`config.mk`:
```
export PLATFORM = sky130hd
export DESIGN_NAME = serial_rx_deser
export DESIGN_NICKNAME = d
export VERILOG_FILES = /design/src/rtl/serial_rx_pkg.sv /design/src/rtl/rx_bit_timer.sv /design/src/rtl/rx_char_builder.sv /design/src/rtl/rx_hold_reg.sv /design/src/rtl/serial_rx_deser.sv
export SDC_FILE = /design/constraint.sdc
export NUM_CORES = 1
export LEC_CHECK = 0
export BUFFER_PORTS_ARGS = -buffer_cell sky130_fd_sc_hd__buf_2
export CORE_ASPECT_RATIO = 0.75
export CORE_MARGIN = 4
export CORE_UTILIZATION = 53
export CTS_CLUSTER_SIZE = 28
export DETAILED_ROUTE_END_ITERATION = 8
export GPL_ROUTABILITY_DRIVEN = 0
export HOLD_SLACK_MARGIN = 0.12
export MAX_ROUTING_LAYER = met4
export PLACE_DENSITY = 0.83
export SYNTH_ARGS = -nofsm -noshare
export SYNTH_HDL_FRONTEND = slang
export SYNTH_SLANG_ARGS = --single-unit
```
`constraint.sdc`:
```
create_clock -name clk -period 2.1 [get_ports clk]
set_input_delay 0.63 -clock clk [delete_from_list [all_inputs] [get_ports clk]]
set_output_delay 0.63 -clock clk [all_outputs]
set_load 0.01 [all_outputs]
```
`src/rtl/serial_rx_pkg.sv`:
```
package serial_rx_pkg;

   typedef enum logic [1:0] {
      PH_IDLE,
      PH_START,
      PH_BITS
   } rx_phase_e;

   typedef struct packed {
      logic [7:0] data;
      logic       frame_err;
      logic       parity_err;
   } rx_char_t;

   // parity present in all 7-bit modes and in the two upper 8-bit modes
   function automatic logic parity_on(input logic [2:0] ws);
      return !ws[2] || ws[1];
   endfunction

   // samples taken after the start bit: data + parity + first stop
   function automatic logic [3:0] frame_len(input logic [2:0] ws);
      return (ws[2] ? 4'd8 : 4'd7) + {3'd0, parity_on(ws)} + 4'd1;
   endfunction

endpackage

```
`src/rtl/rx_bit_timer.sv`:
```
module rx_bit_timer
   import serial_rx_pkg::*;
#(
   parameter int DIV_MID     = 16,
   parameter int DIV_HIGH    = 64,
   parameter int SYNC_STAGES = 2
) (
   input  logic       clk,
   input  logic       rst_n,
   input  logic       rx_tick,
   input  logic       rx_line,
   input  logic [1:0] div_sel,
   input  logic [2:0] word_sel,
   output logic       samp_stb,
   output logic       samp_bit,
   output logic [3:0] samp_idx,
   output logic       samp_last
);
   localparam int CNT_W = $clog2(DIV_HIGH) + 1;

   logic             rx_s;
   logic [CNT_W-1:0] div_now, half, cnt;
   logic [3:0]       idx, last_idx;
   rx_phase_e        phase;

   generate
      if (SYNC_STAGES == 0) begin : g_direct
         assign rx_s = rx_line;
      end else begin : g_sync
         logic [SYNC_STAGES-1:0] sr;
         always_ff @(posedge clk) begin
            if (!rst_n) sr <= '1;
            else begin
               sr[0] <= rx_line;
               for (int i = 1; i < SYNC_STAGES; i++) sr[i] <= sr[i-1];
            end
         end
         assign rx_s = sr[SYNC_STAGES-1];
      end
   endgenerate

   always_comb begin
      case (div_sel)
         2'b00:   div_now = CNT_W'(1);
         2'b01:   div_now = CNT_W'(DIV_MID);
         default: div_now = CNT_W'(DIV_HIGH);
      endcase
      half     = div_now >> 1;
      last_idx = frame_len(word_sel) - 4'd1;
   end

   always_ff @(posedge clk) begin
      if (!rst_n) begin
         phase     <= PH_IDLE;
         cnt       <= '0;
         idx       <= '0;
         samp_stb  <= 1'b0;
         samp_bit  <= 1'b1;
         samp_idx  <= '0;
         samp_last <= 1'b0;
      end else begin
         samp_stb <= 1'b0;
         if (rx_tick) begin
            case (phase)
               PH_IDLE: if (!rx_s) begin
                  cnt   <= CNT_W'(1);
                  idx   <= '0;
                  phase <= (div_now == CNT_W'(1)) ? PH_BITS : PH_START;
               end
               PH_START: begin
                  if (cnt == half) begin
                     cnt   <= CNT_W'(1);
                     phase <= rx_s ? PH_IDLE : PH_BITS;
                  end else begin
                     cnt <= cnt + CNT_W'(1);
                  end
               end
               PH_BITS: begin
                  if (cnt == div_now) begin
                     cnt       <= CNT_W'(1);
                     samp_stb  <= 1'b1;
                     samp_bit  <= rx_s;
                     samp_idx  <= idx;
                     samp_last <= (idx == last_idx);
                     if (idx == last_idx) phase <= PH_IDLE;
                     else                 idx   <= idx + 4'd1;
                  end else begin
                     cnt <= cnt + CNT_W'(1);
                  end
               end
               default: phase <= PH_IDLE;
            endcase
         end
      end
   end
endmodule

```
`src/rtl/rx_char_builder.sv`:
```
module rx_char_builder
   import serial_rx_pkg::*;
(
   input  logic       clk,
   input  logic       rst_n,
   input  logic       samp_stb,
   input  logic       samp_bit,
   input  logic [3:0] samp_idx,
   input  logic       samp_last,
   input  logic [2:0] word_sel,
   output logic       xfer,
   output rx_char_t   char_o
);
   logic [8:0] sbuf;
   logic [7:0] data_v;
   logic       par_bit;
   rx_char_t   next_char;

   always_comb begin
      data_v  = word_sel[2] ? sbuf[7:0] : {1'b0, sbuf[6:0]};
      par_bit = word_sel[2] ? sbuf[8] : sbuf[7];
      next_char.data       = data_v;
      next_char.frame_err  = !samp_bit;
      next_char.parity_err = parity_on(word_sel) && ((^data_v ^ par_bit) != word_sel[0]);
   end

   always_ff @(posedge clk) begin
      if (!rst_n) begin
         sbuf   <= '0;
         xfer   <= 1'b0;
         char_o <= '0;
      end else begin
         xfer <= 1'b0;
         if (samp_stb) begin
            if (!samp_last) begin
               sbuf[samp_idx] <= samp_bit;
            end else begin
               xfer   <= 1'b1;
               char_o <= next_char;
            end
         end
      end
   end
endmodule

```
`src/rtl/rx_hold_reg.sv`:
```
module rx_hold_reg
   import serial_rx_pkg::*;
(
   input  logic     clk,
   input  logic     rst_n,
   input  logic     xfer,
   input  rx_char_t char_in,
   input  logic     rd_ack,
   output rx_char_t held,
   output logic     full,
   output logic     overrun
);
   always_ff @(posedge clk) begin
      if (!rst_n) begin
         held    <= '0;
         full    <= 1'b0;
         overrun <= 1'b0;
      end else if (xfer && (!full || rd_ack)) begin
         held    <= char_in;
         full    <= 1'b1;
         overrun <= 1'b0;
      end else if (xfer) begin
         overrun <= 1'b1;
      end else if (rd_ack) begin
         full    <= 1'b0;
         overrun <= 1'b0;
      end
   end
endmodule

```
`src/rtl/serial_rx_deser.sv`:
```
module serial_rx_deser
   import serial_rx_pkg::*;
#(
   parameter int DIV_MID     = 16,
   parameter int DIV_HIGH    = 64,
   parameter int SYNC_STAGES = 2
) (
   input  logic       clk,
   input  logic       rst_n,
   input  logic       rx_tick,
   input  logic       rx_line,
   input  logic [1:0] div_sel,
   input  logic [2:0] word_sel,
   input  logic       carrier_lost,
   input  logic       rd_ack,
   output logic [7:0] rx_data,
   output logic       rx_full,
   output logic       frame_err,
   output logic       parity_err,
   output logic       overrun
);
   initial begin
      assert (DIV_MID >= 2 && (DIV_MID & (DIV_MID - 1)) == 0)
         else $error("DIV_MID must be a power of two, at least 2");
      assert (DIV_HIGH > DIV_MID && (DIV_HIGH & (DIV_HIGH - 1)) == 0)
         else $error("DIV_HIGH must be a power of two above DIV_MID");
      assert (SYNC_STAGES >= 0 && SYNC_STAGES <= 4)
         else $error("SYNC_STAGES must be 0..4");
   end

   logic       samp_stb, samp_bit, samp_last;
   logic [3:0] samp_idx;
   logic       xfer_w;
   rx_char_t   built, held;
   logic       held_full;

   rx_bit_timer #(
      .DIV_MID(DIV_MID), .DIV_HIGH(DIV_HIGH), .SYNC_STAGES(SYNC_STAGES)
   ) u_timer (
      .clk(clk), .rst_n(rst_n), .rx_tick(rx_tick), .rx_line(rx_line),
      .div_sel(div_sel), .word_sel(word_sel),
      .samp_stb(samp_stb), .samp_bit(samp_bit), .samp_idx(samp_idx),
      .samp_last(samp_last)
   );

   rx_char_builder u_build (
      .clk(clk), .rst_n(rst_n), .samp_stb(samp_stb), .samp_bit(samp_bit),
      .samp_idx(samp_idx), .samp_last(samp_last), .word_sel(word_sel),
      .xfer(xfer_w), .char_o(built)
   );

   rx_hold_reg u_hold (
      .clk(clk), .rst_n(rst_n), .xfer(xfer_w), .char_in(built),
      .rd_ack(rd_ack), .held(held), .full(held_full), .overrun(overrun)
   );

   assign rx_data    = held.data;
   assign frame_err  = held.frame_err;
   assign parity_err = held.parity_err;
   assign rx_full    = held_full && !carrier_lost;
endmodule

```
* Yosys cells after proc, flatten, opt, wreduce, memory -nomap -nowiden
Index checks and enable logic that the tools add are counted.
** Storage, ports and cells
- Flip-flop bits (word level) :: 54
- Bits of input ports :: 11
** Cells by class
- Add/subtract/negate cells :: 5
- Magnitude comparators :: 2
- Equality and inequality tests :: 14
- Muxes and demuxes :: 28
- Bitwise logic cells :: 3
- Reductions and logical operators :: 27
** Operator list (number)
- $mux 7 :: 3
- $pmux 7 s3 :: 1
- $mux 4 :: 4
- $pmux 7 s2 :: 1
- $mux 2 :: 6
- $reduce_and 5->1 :: 2
- $bwmux 9 :: 1
- $reduce_and 3->1 :: 3
- $add 4x1->4 const B :: 2
- $mux 1 :: 8
- $mux 8 :: 1
- $ne 2x1->1 const B :: 4
- $pmux 4 s2 :: 1
- $reduce_and 2->1 :: 4
- $reduce_xor 8->1 :: 1
- $add 7x1->7 const B :: 1
- $eq 7x1->1 const B :: 1
- $eq 7x6->1 :: 1
- $eq 7x7->1 :: 1
- $pmux 2 s3 :: 1
- $reduce_bool 2->1 :: 3
- $lt 4x5->1 const B :: 1
- $add 4x1->4 :: 1
- $demux 1 s4 :: 1
- 15 further kinds :: 26

* Depth between registers and ports, before layout
Gate-level depths: netlist of the first run.
- Word-level depth :: 9
- Gate-level depth with buffers :: 7
- Gate-level depth less buffers :: 7

* By module
A second synthesis of the first run with hierarchy kept.
** Unflattened totals
- Cell total of the unflattened synthesis :: 293
- Area, all modules :: 2643.8 um2
** By module, submodules not included
- rx_bit_timer :: instances 1, cells an instance 133, area an instance 1198.6 um2
- rx_char_builder :: instances 1, cells an instance 109, area an instance 947.2 um2
- rx_hold_reg :: instances 1, cells an instance 50, area an instance 484.2 um2
- serial_rx_deser :: instances 1, cells an instance 1, area an instance 13.8 um2

* Worst setup path before layout of the first run
OpenSTA, ideal clock, no wires.
- Path type :: input -> register
- From :: input port div_sel[1]
- To :: register u_timer.cnt[1]
- Setup time :: 0.131 ns
- Arrival time :: 2.025 ns
- Data required time :: 1.969 ns
- Slack :: -0.056 ns
- Stages on the path :: 6
- Buffers on the path :: 1
- Cells stage by stage :: clkbuf_1 -> or4bb_1 -> a31oi_1 -> nor2b_1 -> o31ai_2 -> nor2_1
** On the way
- Word-level cells in the longest chain between the ends :: 5
- Elaborated cells between the ends (all ways) :: 8
** RTL lines
- start: declaration :: line serial_rx_deser.sv:12 : input logic [1:0] div_sel,
- $eq 2x1->1 / $logic_not 2->1 (equally long branches) :: line rx_bit_timer.sv:43 : case (div_sel)
- $pmux 7 s2 (*) :: line rx_bit_timer.sv:43
- $eq 7x7->1 / $eq 7x6->1 (equally long branches) :: line rx_bit_timer.sv:79, rx_bit_timer.sv:71
- $mux 7 (on tied branches) :: line rx_bit_timer.sv:79, rx_bit_timer.sv:71
- $pmux 7 s3 (*) :: line rx_bit_timer.sv:64 : case (phase)
- end signal: assignment :: line rx_bit_timer.sv:75 : cnt <= cnt + CNT_W'(1);
- end signal: assignment :: line rx_bit_timer.sv:88 : cnt <= cnt + CNT_W'(1);
- end: declaration :: line rx_bit_timer.sv:22 : logic [CNT_W-1:0] div_now, half, cnt;
Mark *: on every way between the ends. The rest lies on a longest branch, timed or not.
A chain may end at the register's enable or synchronous reset.

* Final worst setup path of the first run
- From :: register u_timer.cnt[1]
- To :: register u_timer.cnt[6]
** On the way
- Word-level cells in the longest chain between the ends :: 3
- Elaborated cells between the ends (all ways) :: 6
** RTL lines (line)
- $add 7x1->7 (tied with other cells) :: rx_bit_timer.sv:75, rx_bit_timer.sv:88
- $mux 7 (on tied branches) :: rx_bit_timer.sv:79, rx_bit_timer.sv:71
- $pmux 7 s3 (*) :: rx_bit_timer.sv:64
Marked as above.

==> results.ini, run 1 <==
[timing]
period_share=0.954
maxSlewHeadroom=0.551
layout_setup_ws_ps=96.2
rsz0062_at_grt=false
finalClockSkew_ps=9.01
timing.final.crit_period_ps=2000
worstMarginPinSlew_ps=668
fmax_ghz=0.499
hold_viol_final=0
finalMaxSlewViolations=0
setup_viol=0

[flow_run]
cap_violations=0

[clock_tree]
cts_tree=built
cts_hold_buf=0
clk_pin_slew_ps=110
cts_buffers=5
postCtsSetupBuffers=0
cts.sinks=54
clockBufferDepth=2
insertion_delay_ps=320
cts-root-buf=clkbuf_8
h-tree-depth=2

[yosys]
synth-edff-count=0
synthCells=285
synth_fp_nets=302
avgSynthCellArea_um2=8.79
synth-main-ff-cell=dfxtp_1
synth_warnings=0
yosys_register_bits=54
synth.distinct_cells=42
yosysSeqAreaShare=0.431
async_reset_ff_frac=0
syn_area_mm2=0.00251

[worst_setup_path]
arrival_ps=2210
crit_fanout=6
worstSetupPathType=flip-flop to flip-flop
startpoint_type=flip-flop
crit_required_ps=2310
cp-end-kind=flip-flop

[route]
wl_per_cell_um=13.4
vias=2030
drt_iter0_markers=173
drc_errors=0
drt-total-wl_um=5040
ant_nets=0
drtPass1Iterations=4
routed_via_density=5.40

[pwr]
ir_drop_v=0.000447
power_density_mw_per_mm2=641
leakage_nw=1.28
finalPower_mw=1.85

[global_routing]
grt_max_degree=20
grt_pass1_vias=1828
grt-ovfl-total=0
grt_usage=0.188
grt_pass1_wl_um=8490
antenna_found_initial=0

[min_path]
hold_class=flip-flop to flip-flop

[layout]
nets=335
n_antenna_cell=0
synthToLayoutAreaGrowth_pct=15.2
fillers=364
layout-drive-gt1-share=0.176

[place]
dp_hpwl_um=3670
io_buffers=22
dp_slack_ps=-90.1

[floorplanning]
dieArea_mm2=0.00590
die_w_um=87.4
pin_count=23
initial_core_util=0.555
die_y_um=67.6
rows=21
core_mm2=0.00452

[status]
status=finished, final reports clean

## where the power goes
| part | internal, mW | total (mW) | switching, mW |
|---|---|---|---|
| Combinational | 0.0796 | 0.185 | 0.106 |
| Sequential | 1.03 | 1.04 | 0.00743 |
| Clock | 0.250 | 0.625 | 0.375 |
| Total | 1.36 | 1.85 | 0.488 |
## flip-flops by register name, indices dropped and copies added, names as in the netlist
name / cells
u_timer.samp_idx: 4
u_timer.samp_stb: 1
u_timer.g_sync.sr: 2
u_timer.cnt: 7
u_timer.samp_last: 1
u_hold.held: 10
u_timer.phase: 2
u_timer.samp_bit: 1
u_build.xfer: 1
u_timer.idx: 4
u_hold.overrun: 1
u_hold.full: 1
u_build.char_o: 10
u_build.sbuf: 9
## synth_stat cells (all sizes together) (6+ instances only)
cell type / count / share of area
dfxtp: 54 / 0.43
nor2: 46 / 0.069
nand2: 34 / 0.051
mux2i: 24 / 0.096
a21oi: 17 / 0.034
clkbuf: 9 / 0.013
inv: 9 / 0.013
o21ai: 9 / 0.018
xnor2: 8 / 0.028
nand3: 7 / 0.014
ha: 6 / 0.030
nor2b: 6 / 0.015
xor2: 6 / 0.021
## worst paths after layout
path                              from                    to  slack, ps  cells past startpoint
hold / removal    u_timer.g_sync.sr[0]  u_timer.g_sync.sr[1]        420                      1
hold reg to reg   u_timer.g_sync.sr[0]  u_timer.g_sync.sr[1]        420                      1
setup / recovery        u_timer.cnt[1]        u_timer.cnt[6]        100                      7
setup reg to reg        u_timer.cnt[1]        u_timer.cnt[6]        100                      7
## what timing repair did
item                                    in CTS  in global routing
resized for setup                            0                  5
endpoints found under the setup margin       0                 13
hold endpoints to repair                     0                  0
## worst max-delay path: stages (launching register included)
cell and delay (ps):
dfxtp_1 340, or4_4 560, nor4b_4 270, buf_6 160
a21boi_1 80, o31ai_2 270, buf_4 180, a21oi_1 40
## layout make-up
class / count / area, um2 / share of cell area
Clock buffer: 5 / 68.8 / 0.0238
Clock inverter: 3 / 28.8 / 0.00997
Inverter: 9 / 33.8 / 0.0117
Multi-Input combinational cell: 211 / 1380 / 0.477
Sequential cell: 54 / 1080 / 0.374
Tap cell: 57 / 71.3 / 0.0247
Timing Repair Buffer: 37 / 226 / 0.0784
## logic make-up (layout without fill, tap and decap cells)
logic type / after synthesis / count (layout) / share of synthesized area
adders and majority gates: 6 / 6 / 0.0300
DFF: 54 / 54 / 0.431
muxes: 24 / 24 / 0.0959
xor gates and xnor gates: 15 / 15 / 0.0579
buffers and inverters: 20 / 54 / 0.0300
AOI/OAI and AO/OA: 45 / 45 / 0.116
and+or+nand+nor: 121 / 121 / 0.239
## metal layers
layer / wire length [um] / up-vias / global-route usage
li1: - / 1039 / -
met1: 2580 / 931 / 0.253
met2: 2150 / 51 / 0.282
met3: 251 / 9 / 0.0439
met4: 59 / 0 / 0.0575
met5: 0 / - / -
## cells in the final DEF, fill, tap and decap left out, types with 2 or more instances in the layout
master,synthesis,layout
dfxtp_1,54,54
nor2_1,46,46
nand2_1,34,34
mux2i_1,24,24
buf_2,0,22
a21oi_1,17,17
buf_4,0,14
inv_1,9,9
xnor2_1,8,8
o21ai_0,9,8
nand3_1,7,7
nor2b_1,6,6
xor2_1,6,6
ha_1,6,6
nor3_1,5,5
clkbuf_8,0,5
nand2b_1,4,4
o211ai_1,3,3
nand3b_1,3,3
nand4_1,3,3
a21boi_0,3,2
or3b_2,2,2
o21a_1,2,2
or3_1,2,2
## per-stage QoR
stage               cell area [um2]  instances   util  hold slack [ps]  setup TNS, ps
floorplan                      2510        285      -              386          -4.90
global placement               2760        368  0.610              397           -177
detailed placement             2760        368  0.610              402           -886
CTS                            2860        376  0.632              427              0
global route                   2890        376  0.639              433              0
finish                         2890        376  0.639              424              0
Note: power is estimated with default switching activity, not from simulation.
==> inputs of run 2 (changes only) <==
- ABC_AREA: unset -> 1
- CORE_ASPECT_RATIO: 0.75 -> unset
- CTS_CLUSTER_SIZE: 28 -> 30
==> run 2 against run 1 <==
  * Total power increased by 8.8%
  * Critical path depth increased by 4
  * Sequential share of layout area increased by 1.6 points
  * Sequential power about the same
  * Setup slack improved by 200 ps
  * Clock power increased by 10%
  * Die area about the same
  * Critical path type unchanged
==> results.ini, run 2 <==
[layout]
fin_cells=429  ; +14%
synthToLayoutAreaGrowth_pct=10.3
reg_top3=u_build.char_o: 10 flops, u_hold.held: 10 flops, u_build.sbuf: 9 flops
n_antenna_cell=0  ; unchanged
fillers=399  ; +9.6%
final_cell_mix=nand2_1, dfxtp_1, nor2_1
final_core_util=0.620  ; -0.0193
multi_input_area_mm2=0.00124  ; -9.9%
regArea_mm2=0.00108  ; unchanged
final_common_cell=nand2_1
nets=393  ; +17%
layout-drive-gt1-share=0.119  ; -0.0562

[yosys]
synth_top_family_by_area=simple AND/OR/NAND/NOR gates
synth_area_leaders=dfxtp_1, nand2_1, nor2_1
yosys.area.top_type=dfxtp_1
yosysSeqAreaShare=0.430  ; -0.00129
async_reset_ff_frac=0  ; unchanged
yosys.area_share.simple=0.265  ; +0.0267
synth.distinct_cells=25  ; -40%
synthCells=355  ; +25%
yosys_register_bits=54  ; unchanged
synth_fp_nets=372  ; +23%
avgSynthCellArea_um2=7.08  ; -19%
synthTopCellsByCount=nand2_1, dfxtp_1, nor2_1, inv_1, o21ai_0
synth-main-ff-cell=dfxtp_1
syn_area_mm2=0.00251  ; +0.30%
synth-edff-count=0  ; unchanged
synth-compound-area-share=0.157  ; +0.0405
synth_warnings=0  ; unchanged
yosys.area_share.adder=0.0299  ; -0.0000895
synth_xor_xnor_area_share=0.0418  ; -0.0161
synth.most_common_cell=nand2_1
synth_mux_area_frac=0  ; -0.0959
synth_top_cell_area_share=0.430  ; -0.00129

[pwr]
leakage_nw=1.19  ; -7.2%
finalPower_mw=2.01  ; +8.8%
power_density_mw_per_mm2=726  ; +13%
ir_drop_v=0.000371  ; -17%

[timing]
hold_ws_ps=429  ; +4.70 ps
fmax_ghz=0.554  ; +11%
finalMaxSlewViolations=0  ; unchanged
timing.final.crit_period_ps=1800  ; -200 ps
hold_viol_final=0  ; unchanged
maxSlewHeadroom=0.603  ; +0.0515
rsz0062_at_grt=false
tns_ps=0  ; unchanged
period_share=0.859  ; -0.0951
setup_viol=0  ; unchanged
finalClockSkew_ps=7.99  ; -1.02 ps
worstMarginPinSlew_ps=595  ; -73.1 ps

[clock_tree]
postCtsResizedCells=0  ; unchanged
cts_buffers=5  ; unchanged
h-tree-depth=2  ; unchanged
insertion_delay_ps=310  ; about the same
cts_tree=built
postCtsSetupBuffers=0  ; unchanged
clk_pin_slew_ps=90  ; -20 ps
cts-root-buf=clkbuf_8
cts_hold_buf=0  ; unchanged
cts.sinks=54  ; unchanged
clockBufferDepth=2  ; unchanged

[worst_setup_path]
reg2reg_to=u_timer.cnt[6]
r2r-start=u_timer.phase[0]
arrival_ps=2050  ; -160 ps
cp-end-kind=flip-flop
crit_required_ps=2340  ; +30 ps
worstRegToRegCells=11  ; +4
r2r_slack_ps=300  ; +200 ps
worstSetupPathType=flip-flop to flip-flop
startpoint_type=flip-flop
crit_fanout=7  ; +1

[place]
io_buffers=22  ; unchanged
dp_hpwl_um=3450  ; -6.0%
dpl.cell_count=421  ; +14%

[status]
status=finished, final reports clean

[flow_run]
cap_violations=0  ; unchanged

[route]
routed_via_density=5.17  ; -4.3%
drtPass1Iterations=4  ; unchanged
drt_iter0_markers=144  ; -17%
vias=2217  ; +9.2%
ant_nets=0  ; unchanged
drc_errors=0  ; unchanged
drt-total-wl_um=4710  ; -6.7%
wl_per_cell_um=11.0  ; -18%

[global_routing]
antenna_found_initial=0  ; unchanged
grt_pass1_wl_um=8360  ; -1.5%
grt_max_degree=36  ; +80%
grt-ovfl-total=0  ; unchanged
grt_usage=0.175  ; -0.0136
grt_pass1_vias=2004  ; +9.6%

[min_path]
min-delay-start=u_timer.g_sync.sr[0]
min_path_cells=1  ; unchanged
min_to=u_timer.g_sync.sr[1]
hold_class=flip-flop to flip-flop

[floorplanning]
die_w_um=76.9  ; -12%
die_y_um=76.9  ; +14%
pin_count=23  ; unchanged
dieArea_mm2=0.00591  ; about the same
rows=24  ; +14%
initial_core_util=0.562  ; +0.00726
core_mm2=0.00447  ; -1.0%

==> run 2: changes by cell type after synthesis, sizes merged, moves of 3 or more <==
cell    before  now
a21oi       17   33
nand3b       3    0
nand3        7   25
nand2       34   70
nor2b        6    0
mux2i       24    0
xor2         6    9
o21ai        9   39
a21boi       3    0
nand2b       4    0
nor2        46   53
xnor2        8    3
inv          9   42
==> run 2: cell type report <==
cell class | instances | area share
clock buffer | 6 | 0.0262
clock inverter | 2 | 0.0135
inverter | 42 | 0.0569
multi-input combinational | 250 | 0.448
sequential | 54 | 0.390
tap | 52 | 0.0235
timing repair buffer | 23 | 0.0424
==> run 2: worst max-delay path by stage <==
stage | startpoint | to | slack (ps) | cells after the start
floorplan | div_sel[1] | u_timer.samp_idx[1] | 500 | 7
global placement | div_sel[1] | u_timer.cnt[1] | 290 | 10
detailed placement | div_sel[1] | u_timer.cnt[5] | 210 | 10
CTS | u_timer.phase[0] | u_timer.cnt[6] | 300 | 11
global route | u_timer.phase[0] | u_timer.cnt[6] | 110 | 11
finish | u_timer.phase[0] | u_timer.cnt[6] | 300 | 11
==> run 2: metal layers <==
| layer | vias to the layer above | wire length, um | GRT usage |
|---|---|---|---|
| met5 | - | 0 | - |
| met2 | 60 | 2270 | 0.296 |
| met1 | 969 | 2060 | 0.203 |
| li1 | 1181 | - | - |
| met3 | 7 | 305 | 0.0398 |
| met4 | 0 | 71 | 0.0598 |
==> run 2: kinds of logic (layout without fill, tap and decap cells) <==
family / count (synthesis) / after routing
AOI/OAI and AO/OA: 74 / 74
xor gates and xnor gates: 12 / 12
adders and majority gates: 6 / 6
buffers and inverters: 51 / 73
DFF: 54 / 54
and+or+nand+nor: 158 / 158
==> run 2: through the flow <==
stage	setup WS (ps)	instance area, um2
2_1_floorplan	498	2510
3_3_place_gp	287	2660
3_5_place_dp	213	2660
4_1_cts	301	2770
5_1_grt	110	2770
6_report	296	2770
==> run 2: worst max-delay path, cell delays in order (launching register included) <==
cell and delay, ps:
dfxtp_1 350, inv_1 70, ha_1 260, nand2_1 90
nand2_1 80, inv_1 110, o21ai_2 110, inv_1 190
nand2_1 90, o21ai_0 170, nand3_1 90, a21oi_1 120
==> run 2: power breakdown <==
part | switching (mW) | total (mW) | internal [mW]
Combinational | 0.175 | 0.264 | 0.0890
Clock | 0.333 | 0.689 | 0.356
Sequential | 0.0164 | 1.06 | 1.04
